<file path="src/rtl/tgl_pkg.sv">
package tgl_pkg;
  localparam logic [3:0] OP_SEL_MASK = 4'b1100;
  localparam logic [3:0] OP_SW_TOG   = 4'b1101;

  // channel reloads on a general update, or on a toggle edge when selected
  function automatic logic strobe_bit(input logic sel, input logic tog_edge,
                                      input logic upd);
    return upd | (sel & tog_edge);
  endfunction

  // source is B only for a selected channel while the effective level is high
  function automatic logic src_is_b(input logic sel, input logic level);
    return sel & level;
  endfunction
endpackage

</file>
<file path="src/rtl/tgl_sync.sv">
module tgl_sync #(
  parameter int STAGES = 2
) (
  input  logic clk,
  input  logic rst_n,
  input  logic async_in,
  output logic sync_out
);
  logic [STAGES-1:0] st_q;

  generate
    for (genvar i = 0; i < STAGES; i++) begin : g_stage
      if (i == 0) begin : g_first
        always_ff @(posedge clk or negedge rst_n) begin
          if (!rst_n) st_q[0] <= 1'b0;
          else        st_q[0] <= async_in;
        end
      end else begin : g_next
        always_ff @(posedge clk or negedge rst_n) begin
          if (!rst_n) st_q[i] <= 1'b0;
          else        st_q[i] <= st_q[i-1];
        end
      end
    end
  endgenerate

  assign sync_out = st_q[STAGES-1];


  sync_shift_chk: assert property (@(posedge clk) disable iff (!rst_n)
    1'b1 |=> sync_out == $past(st_q[STAGES-2 >= 0 ? STAGES-2 : 0]));
endmodule

</file>
<file path="src/rtl/tgl_regs.sv">
module tgl_regs
  import tgl_pkg::*;
#(
  parameter int NCH = 8,
  parameter int OPW = 4,
  parameter int DW  = 16
) (
  input  logic           clk,
  input  logic           rst_n,
  input  logic           cmd_valid,
  input  logic [OPW-1:0] cmd_op,
  input  logic [DW-1:0]  cmd_data,
  output logic [NCH-1:0] mask_q,
  output logic           swbit_q
);
  logic wr_mask, wr_sw;
  assign wr_mask = cmd_valid && (cmd_op == OP_SEL_MASK);
  assign wr_sw   = cmd_valid && (cmd_op == OP_SW_TOG);

  always_ff @(posedge clk or negedge rst_n) begin
    if (!rst_n)       mask_q <= '0;
    else if (wr_mask) mask_q <= cmd_data[NCH-1:0];
  end

  always_ff @(posedge clk or negedge rst_n) begin
    if (!rst_n)     swbit_q <= 1'b1;
    else if (wr_sw) swbit_q <= cmd_data[0];
  end


  mask_load_chk: assert property (@(posedge clk) disable iff (!rst_n)
    wr_mask |=> mask_q == $past(cmd_data[NCH-1:0]));

  mask_hold_chk: assert property (@(posedge clk) disable iff (!rst_n)
    !wr_mask |=> $stable(mask_q));

  swbit_load_chk: assert property (@(posedge clk) disable iff (!rst_n)
    wr_sw |=> swbit_q == $past(cmd_data[0]));
endmodule

</file>
<file path="src/rtl/tgl_edge.sv">
module tgl_edge (
  input  logic clk,
  input  logic rst_n,
  input  logic swbit,
  input  logic pin_s,
  output logic level,
  output logic rise,
  output logic fall
);
  logic prev_q;

  assign level = swbit & pin_s;
  assign rise  = level & ~prev_q;
  assign fall  = ~level & prev_q;

  always_ff @(posedge clk or negedge rst_n) begin
    if (!rst_n) prev_q <= 1'b0;
    else        prev_q <= level;
  end


  rise_needs_both_chk: assert property (@(posedge clk) disable iff (!rst_n)
    rise |-> (swbit && pin_s));

  edge_excl_chk: assert property (@(posedge clk) disable iff (!rst_n)
    $onehot0({rise, fall}));
endmodule

</file>
<file path="src/rtl/tgl_strobe.sv">
module tgl_strobe
  import tgl_pkg::*;
#(
  parameter int NCH = 8
) (
  input  logic           clk,
  input  logic           rst_n,
  input  logic [NCH-1:0] mask,
  input  logic           level,
  input  logic           rise,
  input  logic           fall,
  input  logic           upd,
  output logic [NCH-1:0] ld_strobe,
  output logic [NCH-1:0] ld_from_b
);
  logic any_edge;
  assign any_edge = rise | fall;

  generate
    for (genvar g = 0; g < NCH; g++) begin : g_ch
      logic fire;
      assign fire = strobe_bit(mask[g], any_edge, upd);
      always_ff @(posedge clk or negedge rst_n) begin
        if (!rst_n) begin
          ld_strobe[g] <= 1'b0;
          ld_from_b[g] <= 1'b0;
        end else begin
          ld_strobe[g] <= fire;
          ld_from_b[g] <= fire & src_is_b(mask[g], level);
        end
      end
    end
  endgenerate


  fall_src_a_chk: assert property (@(posedge clk) disable iff (!rst_n)
    (fall && !upd) |=> (ld_strobe == $past(mask)) && (ld_from_b == '0));

  rise_src_b_chk: assert property (@(posedge clk) disable iff (!rst_n)
    (rise && !upd) |=> (ld_strobe == $past(mask)) && (ld_from_b == $past(mask)));

  upd_all_chk: assert property (@(posedge clk) disable iff (!rst_n)
    upd |=> (&ld_strobe));

  quiet_chk: assert property (@(posedge clk) disable iff (!rst_n)
    (!rise && !fall && !upd) |=> (ld_strobe == '0));

  src_subset_chk: assert property (@(posedge clk) disable iff (!rst_n)
    (ld_from_b & ~ld_strobe) == '0);
endmodule

</file>
<file path="src/rtl/tgl_ctrl_top.sv">
module tgl_ctrl_top #(
  parameter int NCH         = 8,
  parameter int OPW         = 4,
  parameter int DW          = 16,
  parameter int SYNC_STAGES = 2
) (
  input  logic           clk,
  input  logic           rst_n,
  input  logic           cmd_valid,
  input  logic [OPW-1:0] cmd_op,
  input  logic [DW-1:0]  cmd_data,
  input  logic           tog_pin,
  input  logic           upd_all,
  output logic [NCH-1:0] wr_to_b,
  output logic [NCH-1:0] ld_strobe,
  output logic [NCH-1:0] ld_from_b
);
  logic [NCH-1:0] mask_q;
  logic           swbit_q;
  logic           pin_s;
  logic           eff_level, eff_rise, eff_fall;

  tgl_regs #(.NCH(NCH), .OPW(OPW), .DW(DW)) regs_i (
    .clk(clk), .rst_n(rst_n), .cmd_valid(cmd_valid), .cmd_op(cmd_op),
    .cmd_data(cmd_data), .mask_q(mask_q), .swbit_q(swbit_q)
  );

  tgl_sync #(.STAGES(SYNC_STAGES)) sync_i (
    .clk(clk), .rst_n(rst_n), .async_in(tog_pin), .sync_out(pin_s)
  );

  tgl_edge edge_i (
    .clk(clk), .rst_n(rst_n), .swbit(swbit_q), .pin_s(pin_s),
    .level(eff_level), .rise(eff_rise), .fall(eff_fall)
  );

  tgl_strobe #(.NCH(NCH)) strobe_i (
    .clk(clk), .rst_n(rst_n), .mask(mask_q), .level(eff_level),
    .rise(eff_rise), .fall(eff_fall), .upd(upd_all),
    .ld_strobe(ld_strobe), .ld_from_b(ld_from_b)
  );

  assign wr_to_b = mask_q;


  pulse_chk: assert property (@(posedge clk) disable iff (!rst_n)
    (ld_strobe != '0 && !upd_all && !eff_rise && !eff_fall) |=> ld_strobe == '0);
endmodule

</file>
<file path="config.mk">
export PLATFORM = sky130hd
export DESIGN_NAME = tgl_ctrl_top
export DESIGN_NICKNAME = d
export VERILOG_FILES = /design/src/rtl/tgl_pkg.sv /design/src/rtl/tgl_sync.sv /design/src/rtl/tgl_regs.sv /design/src/rtl/tgl_edge.sv /design/src/rtl/tgl_strobe.sv /design/src/rtl/tgl_ctrl_top.sv
export SDC_FILE = /design/constraint.sdc
export NUM_CORES = 1
export LEC_CHECK = 0
export ABC_CLOCK_PERIOD_IN_PS = 1600
export BUFFER_PORTS_ARGS = -buffer_cell sky130_fd_sc_hd__buf_2
export CAP_MARGIN = 20
export CORE_MARGIN = 10
export CORE_UTILIZATION = 43
export DETAILED_ROUTE_END_ITERATION = 8
export GPL_ROUTABILITY_DRIVEN = 0
export GPL_TIMING_DRIVEN = 1
export PLACE_DENSITY_LB_ADDON = 0.1
export SLEW_MARGIN = 10
export SYNTH_ARGS = -nofsm -noshare
export SYNTH_HDL_FRONTEND = slang
export SYNTH_HIERARCHICAL = 1
export SYNTH_SLANG_ARGS = --single-unit
export TNS_END_PERCENT = 20
</file>
<file path="constraint.sdc">
create_clock -name clk -period 1.6 [get_ports clk]
set_clock_uncertainty 0.05 [all_clocks]
set_input_delay 0.16 -clock clk [delete_from_list [all_inputs] [get_ports clk]]
set_output_delay 0.16 -clock clk [all_outputs]
set_load 0.03 [all_outputs]
</file>
## Yosys cells after proc, flatten, opt, wreduce, memory -nomap -nowiden

Cells that the tools add are included.

- Equality and inequality tests: 2
- Reduce and logical (&&, ||, !) cells: 2
- Bitwise operators: 38

Operators with widths:

| kind | number |
|---|---|
| $and A1 B1 Y1 | 27 |
| $or A1 B1 Y1 | 9 |
| $eq A4 B4 Y1 const B | 2 |
| $logic_and A1 B1 Y1 | 2 |
| $not A1 Y1 | 2 |

- Bits of input ports: 25
- Flip-flop bits (word level): 28
- Output and inout bits: 24

## Logic depth before layout (Yosys ltp)

- Depth in word-level cells: 7
- Mapped depth: 4
- Depth with buffers taken out: 3

## Modules after synthesis

The synthesis kept the hierarchy.

By module, submodules not included:

| module | area each (um^2) | cells each | times used |
|---|---|---|---|
| tgl_strobe | 553.0 | 36 | 1 |
| tgl_regs | 379.1 | 22 | 1 |
| tgl_sync | 50.0 | 2 | 1 |
| tgl_edge | 48.8 | 4 | 1 |

## Least setup slack after synthesis

Ideal clock, no wire load.

- Path type: reg-to-reg
- Start point: register regs_i.swbit_q
- End point: register strobe_i.ld_strobe[0]
- Setup slack: 171 ps
- Arrival time: 1,260 ps
- Stages on the path, launching flop included: 5
- Cells stage by stage: dfstp_2 > a21boi_0 > or2_2 > clkbuf_1 > a21o_2

- Cells in the longest elaborated chain, start to end: 6
- Elaborated cells between the ends (all ways): 7
- Those cells by class: bitwise (7)

RTL lines:

| what | RTL line | text |
|---|---|---|
| from (decl) | tgl_regs.sv:14 | `output logic swbit_q` |
| from (signal assigned) | tgl_regs.sv:27 | `else if (wr_sw) swbit_q <= cmd_data[0];` |
| $and A1 B1 Y1 | tgl_edge.sv:12 | `assign level = swbit & pin_s;` |
| $not A1 Y1 | tgl_edge.sv:14 | `assign fall = ~level & prev_q;` |
| $and A1 B1 Y1 | tgl_edge.sv:14 |  |
| named net eff_fall | tgl_ctrl_top.sv:21 | `logic eff_level, eff_rise, eff_fall;` |
| $or A1 B1 Y1 | tgl_strobe.sv:17 | `assign any_edge = rise \| fall;` |
| $and A1 B1 Y1 | tgl_pkg.sv:8 | `return upd \| (sel & tog_edge);` |
| $or A1 B1 Y1 | tgl_pkg.sv:8 |  |
| named net strobe_i.g_ch[0].fire | tgl_strobe.sv:21 | `logic fire;` |
| to (signal, indexed assignment) | tgl_strobe.sv:28 | `ld_strobe[g] <= fire;` |
| to (decl) | tgl_strobe.sv:13 | `output logic [NCH-1:0] ld_strobe,` |

The timed path passes the listed nets, and every way through them passes these cells.
A chain may end at the register's enable or synchronous reset.

## Worst setup path in the final report

Ends and elaborated chain as after synthesis.

==> out/metrics.csv <==
stage,metric,value,unit
run_status,status,completed,
critical_path,crit-reg2reg-capture,strobe_i/ld_strobe[0],
critical_path,worstPathArrival,1.60,ns
detailed_routing,wl_per_cell,15.20,µm
detailed_routing,m1WireLength,814,µm
sta,rsz0062_at_grt,false,
sta,tightestPinTransition,0.5886,ns
global_routing,antenna_found_initial,0,
sta,drv_slew,0,
clocking,cts_tree,yes,
floorplanning,die-area,4756,µm²
job,maxCapViolCount,0,
synthesis,ys_ff_latch,28,
finish,drive_gt1_share,57.27,%
synthesis,avgSynthCellArea,16.11,µm²
sta,fin_crit_sh,90.43,%
clocking,cts-buffers-inserted,3,
synthesis,yosysTopAreaCell,dfrtp_1,
detailed_routing,ant_nets,0,
min_path,min_path_type,in -> reg,
power_and_ir_drop,powerDensity,1213,nW/µm²
finish,layout.cells.non_filler,138,
synthesis,synth_ff_type,dfrtp_1,
synthesis,syn-num-nets,89,
synthesis,synth.yosys.seq_area_share,68.08,%
min_path,min-delay-start,cmd_data[2],
power_and_ir_drop,ir_worst_vdd,0.6929,mV
critical_path,crit_path_end_kind,flop,
critical_path,crit_type,reg -> reg,
synthesis,synth.area.top_cells,"dfrtp_1, a21o_2, mux2_2, and3_1, mux2_1",
placed_design,numPortBuffers,40,
floorplanning,ioPinCount,49,
sta,fin_tns_setup,0,ns
critical_path,worstReg2RegStart,regs_i/swbit_q,
global_routing,overflow,0,
critical_path,critical_path_required,1.76,ns
sta,fmax,691.1,MHz
sta,min_period,1.447,ns
detailed_routing,initialDrtViolationCount,18,
sta,max-slew-margin-rel,60.76,%
clocking,htree_levels,1,
critical_path,r2r_setup_slack,0.15,ns
critical_path,r2r_cells,3,
floorplanning,core,2255,µm²
min_path,holdPathEnd,regs_i/mask_q[2],
placed_design,dp.cells,130,
clocking,cts_max_path_buffers,2,
detailed_routing,drt-total-wl,2097,µm
power_and_ir_drop,p_leak,0.7377,nW
detailed_routing,route.met3.wl,180,µm
detailed_routing,drcViolationCount,0,
synthesis,synth_top_area_share,65.53,%
global_routing,grt_pass1_wl,3284,µm
synthesis,syn_inst,64,
synthesis,synth_cell_types,17,
global_routing,grt_max_degree,29,
floorplanning,start_util,45.73,%
clocking,ctsResizeCount,0,
finish,antenna_cells,0,
synthesis,synth_warnings,6,
clocking,clock_latency,0.31,ns
clocking,cts.clk_slew.worst_paths,0.13,ns
power_and_ir_drop,p_total,0.001598,W
synthesis,ys_async_sr_fraction,100.0,%
floorplanning,die-width,68.97,µm
finish,nNetsFinal,136,
detailed_routing,vias,637,
detailed_routing,wl_met2,1102,µm
critical_path,crit_fanout,8,
floorplanning,die_h,68.97,µm
min_path,whs_path_depth,2,
detailed_routing,viasPerCell,4.616,
synthesis,yosysMostFrequentCell,dfrtp_1,
sta,finalSetupViolations,0,
finish,area.growth.synth_to_final,27.79,%
clocking,cts_setup_buffers,0,
floorplanning,core.rowCount,17,
critical_path,worstSetupStartpointType,flop,
synthesis,netlist_area,1031,µm²
global_routing,grt_util_all_layers,9.025,%
detailed_routing,routed.top_layer,met3,
global_routing,grt_pass1_vias,699,
synthesis,synth.top_cells.by_count,"dfrtp_1, a21o_2, and3_1",
synthesis,synth_edf_count,0,
clocking,root_buffer,clkbuf_4,
sta,hold_viol_final,0,
detailed_routing,dr.pass1.iters,2,
clocking,cts.sinks,28,
[kinds of logic (layout without fill, tap and decap cells)]
group           count (synthesis)  count (layout)  share of synthesized area [%]
mux                             9               9                          9.829
compound gates                  9               9                          7.525
buf+inv                         3              49                          1.820
flops                          28              28                          68.08
simple gates                   15              15                          12.74
[layout make-up]
| class | count | area (µm²) |
|---|---|---|
| Tap cell | 28 | 35.03 |
| Fill cell | 216 | 937.1 |
| Clock buffer | 4 | 26.28 |
| Sequential cell | 28 | 701.9 |
| Inverter | 1 | 3.754 |
| Timing Repair Buffer | 44 | 240.2 |
| Multi-Input combinational cell | 33 | 310.3 |
[registers in the layout, indices dropped and copies added, names as in the netlist]
register / count
strobe_i/ld_from_b: 8
edge_i/prev_q: 1
regs_i/mask_q: 8
regs_i/swbit_q: 1
sync_i/sync_out: 1
sync_i/st_q: 1
strobe_i/ld_strobe: 8
[layer usage]
metal	global-route usage (%)	up-vias
li1	-	315
met1	11.00	302
met2	15.64	20
met3	2.576	0
met4	1.478	0
met5	0	-
[worst max-delay path by stage]
stage	endpoint	start	cells past startpoint
2_1_floorplan	strobe_i/ld_strobe[0]	regs_i/swbit_q	4
3_3_place_gp	strobe_i/ld_strobe[3]	regs_i/swbit_q	3
3_5_place_dp	strobe_i/ld_strobe[2]	regs_i/swbit_q	3
4_1_cts	strobe_i/ld_strobe[0]	regs_i/swbit_q	3
5_1_grt	strobe_i/ld_strobe[1]	regs_i/swbit_q	3
6_report	strobe_i/ld_strobe[0]	regs_i/swbit_q	3
[critical path: stages (launching register included)]
cell	delay (ns)
dfstp_2	0.57
a21boi_0	0.10
or2_2	0.39
a21o_2	0.24
[report_power, final]
| part | switching, W | total (W) | internal [W] |
|---|---|---|---|
| registers | 0.0000589 | 0.000866 | 0.000807 |
| clock network | 0.000184 | 0.000281 | 0.0000971 |
| logic | 0.000292 | 0.000450 | 0.000158 |
| total | 0.000535 | 0.00160 | 0.00106 |
[what timing repair did]
item	in CTS	in global routing
endpoints found under the setup margin	0	0
hold buffers	2	2
endpoints found under the hold margin	28	2
[through the flow]
stage | hold slack, ns | utilization [%] | instance area [µm²] | setup WS, ns
final | 0.01383 | 58.44 | 1318 | 0.1531
after global routing | 0.001170 | 58.44 | 1318 | 0.06888
after CTS | 0.003138 | 57.55 | 1297 | 0.1334
after detailed placement | 0.1511 | 55.49 | 1251 | 0.1596
after global placement | 0.1494 | 55.49 | 1251 | 0.1915
after floorplan | -0.1856 | - | 1031 | 0.1715
[cell usage in the layout (no fill, tap or decap), drive strengths merged]
master        n
buf          40
dfrtp        27
mux2          9
a21o          8
and3          8
dlygate4sd3   4
clkbuf        4
nor2          2
and2          1
a21boi        1
and3b         1
nand4b        1
inv           1
dfstp         1
or2           1
or3           1
(Power assumes the default switching activity.)
